==> src/rtl/cdt_pkg.sv <==
// Package: shared constants and control-word layout helpers for the timer bank.
// Assumes exactly five channels; the control-word layout depends on that count.
package cdt_pkg;
    localparam int NUM_CH   = 5;
    localparam int DATA_W   = 32;
    localparam int ADDR_W   = 8;
    localparam int LAST_CH  = NUM_CH - 1;

    localparam logic [ADDR_W-1:0] OFF_CFG0   = 8'h00;
    localparam logic [ADDR_W-1:0] OFF_CFG1   = 8'h04;
    localparam logic [ADDR_W-1:0] OFF_CTRL   = 8'h08;
    localparam logic [ADDR_W-1:0] OFF_INTW   = 8'h44;
    localparam logic [ADDR_W-1:0] OFF_LASTRD = 8'h40;

    // Base bit of a channel's group in the control word.
    function automatic int grp_base(input int ch);
        return (ch == 0) ? 0 : 4 * ch + 4;
    endfunction

    function automatic int bit_start(input int ch);
        return grp_base(ch);
    endfunction

    function automatic int bit_upd(input int ch);
        return grp_base(ch) + 1;
    endfunction

    function automatic int bit_reload(input int ch);
        return (ch == LAST_CH) ? 22 : grp_base(ch) + 3;
    endfunction

    // Mask of control bits that are stored.
    function automatic logic [DATA_W-1:0] ctrl_mask();
        logic [DATA_W-1:0] m;
        m = '0;
        for (int c = 0; c < NUM_CH; c++) begin
            m[bit_start(c)]  = 1'b1;
            m[bit_upd(c)]    = 1'b1;
            m[bit_reload(c)] = 1'b1;
            if (c != LAST_CH) m[grp_base(c) + 2] = 1'b1;
        end
        return m;
    endfunction

    function automatic logic [ADDR_W-1:0] off_cntbuf(input int ch);
        return ADDR_W'(8'h0C + 12 * ch);
    endfunction

    function automatic logic [ADDR_W-1:0] off_cmpbuf(input int ch);
        return ADDR_W'(8'h10 + 12 * ch);
    endfunction

    function automatic logic [ADDR_W-1:0] off_readback(input int ch);
        return (ch == LAST_CH) ? OFF_LASTRD : ADDR_W'(8'h14 + 12 * ch);
    endfunction
endpackage

==> src/rtl/cdt_channel.sv <==
// Module: one down-counter channel.
// Counts down on tick_i while run_i is high. On a tick at zero it pulses expire_o
// in the next cycle and either reloads from buf_i or asks the top to clear its
// start bit through stop_req_o. load_i (manual update) has priority over ticks.
module cdt_channel #(
    parameter int CNT_W = 32
) (
    input  logic             clk,
    input  logic             rst_n,
    input  logic             load_i,
    input  logic             tick_i,
    input  logic             run_i,
    input  logic             reload_i,
    input  logic [CNT_W-1:0] buf_i,
    output logic [CNT_W-1:0] cnt_o,
    output logic             expire_o,
    output logic             stop_req_o
);
    logic [CNT_W-1:0] cnt_q;
    logic             exp_q;
    logic             at_zero;
    logic             hit;

    assign at_zero    = (cnt_q == '0);
    assign hit        = run_i && tick_i && at_zero;
    assign stop_req_o = hit && !reload_i;
    assign cnt_o      = cnt_q;
    assign expire_o   = exp_q;

    // Counter update: manual load, else decrement or reload on a tick.
    always_ff @(posedge clk) begin
        if (!rst_n) begin
            cnt_q <= '0;
            exp_q <= 1'b0;
        end else begin
            exp_q <= hit;
            if (load_i)
                cnt_q <= buf_i;
            else if (run_i && tick_i)
                cnt_q <= at_zero ? (reload_i ? buf_i : cnt_q) : cnt_q - 1'b1;
        end
    end

    p_hold_when_stopped_r6: assert property (@(posedge clk) disable iff (!rst_n)
        (!run_i && !load_i) |=> $stable(cnt_q));
    p_decrement_r5: assert property (@(posedge clk) disable iff (!rst_n)
        (run_i && tick_i && !at_zero && !load_i) |=> cnt_q == $past(cnt_q) - 1'b1);
    p_reload_r8: assert property (@(posedge clk) disable iff (!rst_n)
        (hit && reload_i && !load_i) |=> cnt_q == $past(buf_i));
    p_pulse_r7: assert property (@(posedge clk) disable iff (!rst_n)
        (run_i && tick_i && at_zero) |=> expire_o);
endmodule

==> src/rtl/cdt_rd_mux.sv <==
// Module: registered read multiplexer for the register window.
// Decodes the byte offset and returns the selected word one cycle after rd_i.
// Unmapped or misaligned offsets return zero.
module cdt_rd_mux
    import cdt_pkg::*;
#(
    parameter int CNT_W = 32
) (
    input  logic                          clk,
    input  logic                          rst_n,
    input  logic                          rd_i,
    input  logic [ADDR_W-1:0]             addr_i,
    input  logic [DATA_W-1:0]             cfg0_i,
    input  logic [DATA_W-1:0]             cfg1_i,
    input  logic [DATA_W-1:0]             ctrl_i,
    input  logic [DATA_W-1:0]             intw_i,
    input  logic [NUM_CH-1:0][CNT_W-1:0]  cntbuf_i,
    input  logic [NUM_CH-2:0][CNT_W-1:0]  cmpbuf_i,
    input  logic [NUM_CH-1:0][CNT_W-1:0]  live_i,
    output logic [DATA_W-1:0]             rdata_o
);
    logic [DATA_W-1:0] sel;
    logic              mapped;
    logic [DATA_W-1:0] rdata_q;

    // Offset decode into the selected word and a mapped flag.
    always_comb begin
        sel    = '0;
        mapped = 1'b1;
        unique case (addr_i)
            OFF_CFG0: sel = cfg0_i;
            OFF_CFG1: sel = cfg1_i;
            OFF_CTRL: sel = ctrl_i;
            OFF_INTW: sel = intw_i;
            default:  mapped = 1'b0;
        endcase
        for (int c = 0; c < NUM_CH; c++) begin
            if (addr_i == off_cntbuf(c)) begin
                sel = DATA_W'(cntbuf_i[c]); mapped = 1'b1;
            end
            if (addr_i == off_readback(c)) begin
                sel = DATA_W'(live_i[c]); mapped = 1'b1;
            end
            if (c < NUM_CH - 1 && addr_i == off_cmpbuf(c)) begin
                sel = DATA_W'(cmpbuf_i[c]); mapped = 1'b1;
            end
        end
    end

    // Capture the read result.
    always_ff @(posedge clk) begin
        if (!rst_n) rdata_q <= '0;
        else if (rd_i) rdata_q <= sel;
    end

    assign rdata_o = rdata_q;

    p_unmapped_zero_r11: assert property (@(posedge clk) disable iff (!rst_n)
        (rd_i && !mapped) |=> rdata_o == '0);
endmodule

==> src/rtl/cdt_timer_bank.sv <==
// Module: top of the five-channel down-counter timer bank.
// Holds the register file and the control word. Detects rising edges of the
// manual-update bits on control writes and clears start bits when a
// non-reloading channel expires, unless a control write happens in the same
// cycle. Assumes single-cycle wr_en/rd_en strobes and word offsets.
module cdt_timer_bank
    import cdt_pkg::*;
#(
    parameter int CNT_W = 32
) (
    input  logic              clk,
    input  logic              rst_n,
    input  logic              wr_en,
    input  logic              rd_en,
    input  logic [7:0]        addr,
    input  logic [31:0]       wdata,
    output logic [31:0]       rdata,
    input  logic [4:0]        tick_en,
    output logic [4:0]        expire
);
    localparam logic [DATA_W-1:0] CMASK = ctrl_mask();

    logic [DATA_W-1:0]            cfg0_q, cfg1_q, intw_q, ctrl_q;
    logic [NUM_CH-1:0][CNT_W-1:0] cntbuf_q;
    logic [NUM_CH-2:0][CNT_W-1:0] cmpbuf_q;
    logic [NUM_CH-1:0][CNT_W-1:0] live;
    logic [NUM_CH-1:0]            load, run, reload, stop_req;
    logic [DATA_W-1:0]            clr_mask;
    logic                         wr_ctrl;

    assign wr_ctrl = wr_en && (addr == OFF_CTRL);

    // Per-channel control decode and counter instances.
    for (genvar g = 0; g < NUM_CH; g++) begin : g_ch
        assign run[g]    = ctrl_q[bit_start(g)];
        assign reload[g] = ctrl_q[bit_reload(g)];
        assign load[g]   = wr_ctrl && wdata[bit_upd(g)] && !ctrl_q[bit_upd(g)];

        cdt_channel #(.CNT_W(CNT_W)) u_chan (
            .clk        (clk),
            .rst_n      (rst_n),
            .load_i     (load[g]),
            .tick_i     (tick_en[g]),
            .run_i      (run[g]),
            .reload_i   (reload[g]),
            .buf_i      (cntbuf_q[g]),
            .cnt_o      (live[g]),
            .expire_o   (expire[g]),
            .stop_req_o (stop_req[g])
        );

        p_load_r4: assert property (@(posedge clk) disable iff (!rst_n)
            load[g] |=> live[g] == $past(cntbuf_q[g]));
        p_self_stop_r9: assert property (@(posedge clk) disable iff (!rst_n)
            (stop_req[g] && !wr_ctrl) |=> !ctrl_q[bit_start(g)]);
        p_write_wins_r12: assert property (@(posedge clk) disable iff (!rst_n)
            (stop_req[g] && wr_ctrl) |=> ctrl_q[bit_start(g)] == $past(wdata[bit_start(g)]));
    end

    // Start bits that self-clear this cycle.
    always_comb begin
        clr_mask = '0;
        for (int c = 0; c < NUM_CH; c++)
            if (stop_req[c]) clr_mask[bit_start(c)] = 1'b1;
    end

    // Register file writes and control-word maintenance.
    always_ff @(posedge clk) begin
        if (!rst_n) begin
            cfg0_q   <= '0;
            cfg1_q   <= '0;
            intw_q   <= '0;
            ctrl_q   <= '0;
            cntbuf_q <= '0;
            cmpbuf_q <= '0;
        end else begin
            if (wr_ctrl) ctrl_q <= wdata & CMASK;
            else         ctrl_q <= ctrl_q & ~clr_mask;
            if (wr_en) begin
                if (addr == OFF_CFG0) cfg0_q <= wdata;
                if (addr == OFF_CFG1) cfg1_q <= wdata;
                if (addr == OFF_INTW) intw_q <= wdata;
                for (int c = 0; c < NUM_CH; c++) begin
                    if (addr == off_cntbuf(c)) cntbuf_q[c] <= wdata[CNT_W-1:0];
                    if (c < NUM_CH - 1 && addr == off_cmpbuf(c))
                        cmpbuf_q[c] <= wdata[CNT_W-1:0];
                end
            end
        end
    end

    cdt_rd_mux #(.CNT_W(CNT_W)) u_rd (
        .clk      (clk),
        .rst_n    (rst_n),
        .rd_i     (rd_en),
        .addr_i   (addr),
        .cfg0_i   (cfg0_q),
        .cfg1_i   (cfg1_q),
        .ctrl_i   (ctrl_q),
        .intw_i   (intw_q),
        .cntbuf_i (cntbuf_q),
        .cmpbuf_i (cmpbuf_q),
        .live_i   (live),
        .rdata_o  (rdata)
    );

    p_ctrl_layout_r3: assert property (@(posedge clk) disable iff (!rst_n)
        (ctrl_q & ~CMASK) == '0);
endmodule

==> config.mk <==
export PLATFORM = sky130hd
export DESIGN_NAME = cdt_timer_bank
export DESIGN_NICKNAME = d
export VERILOG_FILES = /design/src/rtl/cdt_pkg.sv /design/src/rtl/cdt_channel.sv /design/src/rtl/cdt_rd_mux.sv /design/src/rtl/cdt_timer_bank.sv
export SDC_FILE = /design/constraint.sdc
export NUM_CORES = 2
export LEC_CHECK = 0
export ABC_AREA = 1
export BUFFER_PORTS_ARGS = -buffer_cell sky130_fd_sc_hd__buf_2
export CELL_PAD_IN_SITES_DETAIL_PLACEMENT = 0
export CELL_PAD_IN_SITES_GLOBAL_PLACEMENT = 1
export CORE_MARGIN = 4
export CORE_UTILIZATION = 40
export CTS_CLUSTER_SIZE = 14
export DETAILED_ROUTE_END_ITERATION = 10
export GPL_ROUTABILITY_DRIVEN = 0
export HOLD_SLACK_MARGIN = 0.15
export PLACE_DENSITY_LB_ADDON = 0.1
export SLEW_MARGIN = 20
export SYNTH_ARGS = -nofsm -noshare
export SYNTH_HDL_FRONTEND = slang
export SYNTH_SLANG_ARGS = --single-unit
==> constraint.sdc <==
create_clock -name clk -period 2 [get_ports clk]
set_input_delay 0.2 -clock clk [delete_from_list [all_inputs] [get_ports clk]]
set_output_delay 0.2 -clock clk [all_outputs]
set_load 0.05 [all_outputs]
==> impl_metrics.yaml <==
drt:
  drc_errors: 0
  ant_nets: 0
  via_per_inst: 5.54
  vias: 35455
  wl_um: 147000
  firstDrtPassIters: 6
  wire_per_inst_um: 22.9
  first_iter_violations: 4555
global_route:
  first_global_vias: 32189
  gr-total-overflow: 0
  antenna_found_initial: 12
  grt_max_degree: 119
  grt_usage_pct: 34.0
  grt_pass1_wl_um: 210000
clock_network:
  clock-root-buffer: "clkbuf_16"
  h-tree-depth: 3
  clock_sinks: 600
  cts.clk_slew.worst_paths_ns: 0.06
  cts_made_buffers: 74
  clock_latency_ns: 0.63
  cts_tree: "done"
  clockBufferDepth: 3
floorplan:
  fp.dieW_um: 285
  io_pins: 86
  fp.dieH_um: 285
  core_area_um2: 75900
  rows: 101
  initial_core_util_pct: 40.3
  dieArea_um2: 81100
synth:
  syn_area_per_cell_um2: 6.69
  synth_edf_count: 0
  synth-async-reset-ratio_pct: 0
  yosys.area.top_type: "dfxtp_1"
  synth_nets: 4638
  ys_ff_latch: 600
  synthCells: 4579
  yosysMostFrequentCell: "nand2_1"
  netlist_top_cells_count: "nand2_1 (869), nor2_1 (623), dfxtp_1 (600), o21ai_0 (542), a21oi_1 (519)"
  synth_top_area_share_pct: 39.2
  synthTopCellsByArea: "dfxtp_1 (39%), nand2_1 (11%), o21ai_0 (8.9%), a21oi_1 (8.5%), nor2_1 (7.6%)"
  yosysUniqueCellTypes: 61
  synth_warnings: 0
  ys_seq_area_share_pct: 39.2
  synthFlopType: "dfxtp_1"
  synthesis.area_um2: 30600
layout:
  design_area_um2: 45200
  utilization_pct: 59.5
  area_growth_pct: 47.7
  final_layout_size_suffix_gt1_share_pct: 33.5
  nNetsFinal: 5376
power:
  power_mw: 28.0
  leakagePower_nw: 18.8
  peakVddDrop_v: 0.000630
  p_per_area_nw_per_um2: 619
sta:
  timing.final.crit_share_pct: 113
  drv_slew: 0
  rsz0062_at_grt: "true"
  fmax_ghz: 0.441
  finalHoldViolCount: 0
  fin_crit_ns: 2.27
  setup_ws_ns: -0.268
  worstMarginPinSlew_ns: 0.800
  setup_viol: 111
  tns_ns: -10.03
  max-slew-margin-rel_pct: 46.7
  skew_ns: 0.0245
setup_path:
  critical_path.startpoint: "intw_q[2]"
  cp_num_buf_inv: 1
  startpoint_type: "flip-flop"
  crit_top_cell: "nand4_1"
  arrival_ns: 2.77
  crit_fanout: 2
  cp_slowest_stage_delay_ns: 0.32
  cp_top_family: "simple AND/OR/NAND/NOR gates"
  worstSetupPathType: "flip-flop to flip-flop"
  crit_path_cell_trace: "nand3_2 -> nand2_2 -> nor2_2 -> nand4_1 -> nor3_2 -> buf_4 -> nand4_1 -> nor2_2 -> nand4_1 -> nand2_1 -> a21oi_1"
  required_ns: 2.50
  worstReg2RegStart: "intw_q[2]"
  endpoint_kind: "flip-flop"
  slowest_stage: "dfxtp_2"
place:
  dpl.hpwl_um: 100000
  portBuffers: 85
  placed_area_um2: 37200
flow_run:
  drv_cap: 0
min_path:
  hold_path.class: "input port to flip-flop"
  min_from: "rd_en"
status:
  violations: "setup timing"
  outcome: "finished, violations left"
-- cells in the final DEF, fill, tap and decap left out, types with 47 or more instances in the layout --
master     count
nor2_2        81
buf_2         81
buf_6         71
nand2_1      749
inv_1        322
nor2_1       497
buf_4        673
clkbuf_16     94
o21ai_0      421
o21ai_2       66
dfxtp_2       58
xor2_1        74
dfxtp_1      539
nand2_2       95
nor2_4        71
a21oi_1      434
nand3_1      177
buf_12        86
nand4_1       99
nand3_2       47
o21ai_1       90
a21oi_2       75
-- kinds of logic after synthesis --
family                     count (synthesis)  share of synthesized area, %
muxes                                      1                        0.0327
and+or+nand+nor                         1963                          27.4
AOI/OAI and AO/OA                       1203                          20.6
adders and majority gates                 10                         0.409
buffers and inverters                    703                          9.51
DFF                                      600                          39.2
xor gates and xnor gates                  99                          2.83
-- where the power goes --
part	internal (mW)	total (mW)	switching (mW)
Clock	8.82	14.5	5.67
Combinational	0.377	1.47	1.09
Sequential	12.0	12.0	0.0417
Total	21.2	28.0	6.81
-- registers in the layout (all words and copies together), names as in the netlist --
register,flops
cfg0_q,32
cfg1_q,32
cmpbuf_q,128
cntbuf_q,160
ctrl_q,19
g_ch.u_chan.cnt_o,160
g_ch.u_chan.expire_o,5
intw_q,32
u_rd.rdata_o,32
-- stage by stage --
| stage | hold slack (ns) | cells | worst slack [ns] |
|---|---|---|---|
| floorplan | 0.345 | 4579 | -0.0494 |
| global placement | 0.432 | 6086 | -0.925 |
| detailed placement | 0.436 | 6086 | -0.928 |
| CTS | 0.151 | 6343 | -0.168 |
| global route | 0.166 | 6405 | -0.290 |
| finish | 0.183 | 6405 | -0.268 |
-- worst reg2reg max path: stages (launching register included) --
cell     delay, ns
dfxtp_2       0.32
nand3_2       0.09
nand2_2       0.07
nor2_2        0.10
nand4_1       0.32
nor3_2        0.22
buf_4         0.17
nand4_1       0.26
nor2_2        0.24
nand4_1       0.17
nand2_1       0.12
a21oi_1       0.07
-- final timing paths --
| path | to | slack (ns) | cells past startpoint |
|---|---|---|---|
| worst max-delay path | u_rd.rdata_o[2] | -0.27 | 11 |
| worst min-delay path | u_rd.rdata_o[4] | 0.18 | 4 |
| worst max register to register | u_rd.rdata_o[2] | -0.27 | 11 |
| worst min register to register | intw_q[10] | 0.45 | 2 |
-- cell type report --
type                       instances  area, um2
inverter                         383       1560
timing repair buffer             982       9180
fill                            7003      30700
antenna                            1       2.50
multi-input combinational       3276      18500
tap                             1030       1290
clock buffer                     110       2290
clock inverter                    23        294
sequential                       600      12100
-- layer usage --
metal	part of all wire, %	vias to the layer above	track usage, %
met5	0.033	-	0
met4	3.9	8	10.7
met3	10	283	6.09
met2	41	1740	49.1
met1	45	16823	50.9
li1	-	16601	-
-- what timing repair did --
item,CTS,global route
cloned,18,16
gates resized for setup,452,614
hold buffers,29,0
hold endpoints to repair,180,0
pin swaps,159,306
buffers inserted,78,63
endpoints found under the setup margin,181,191
Power figures use the tool's default switching activity.
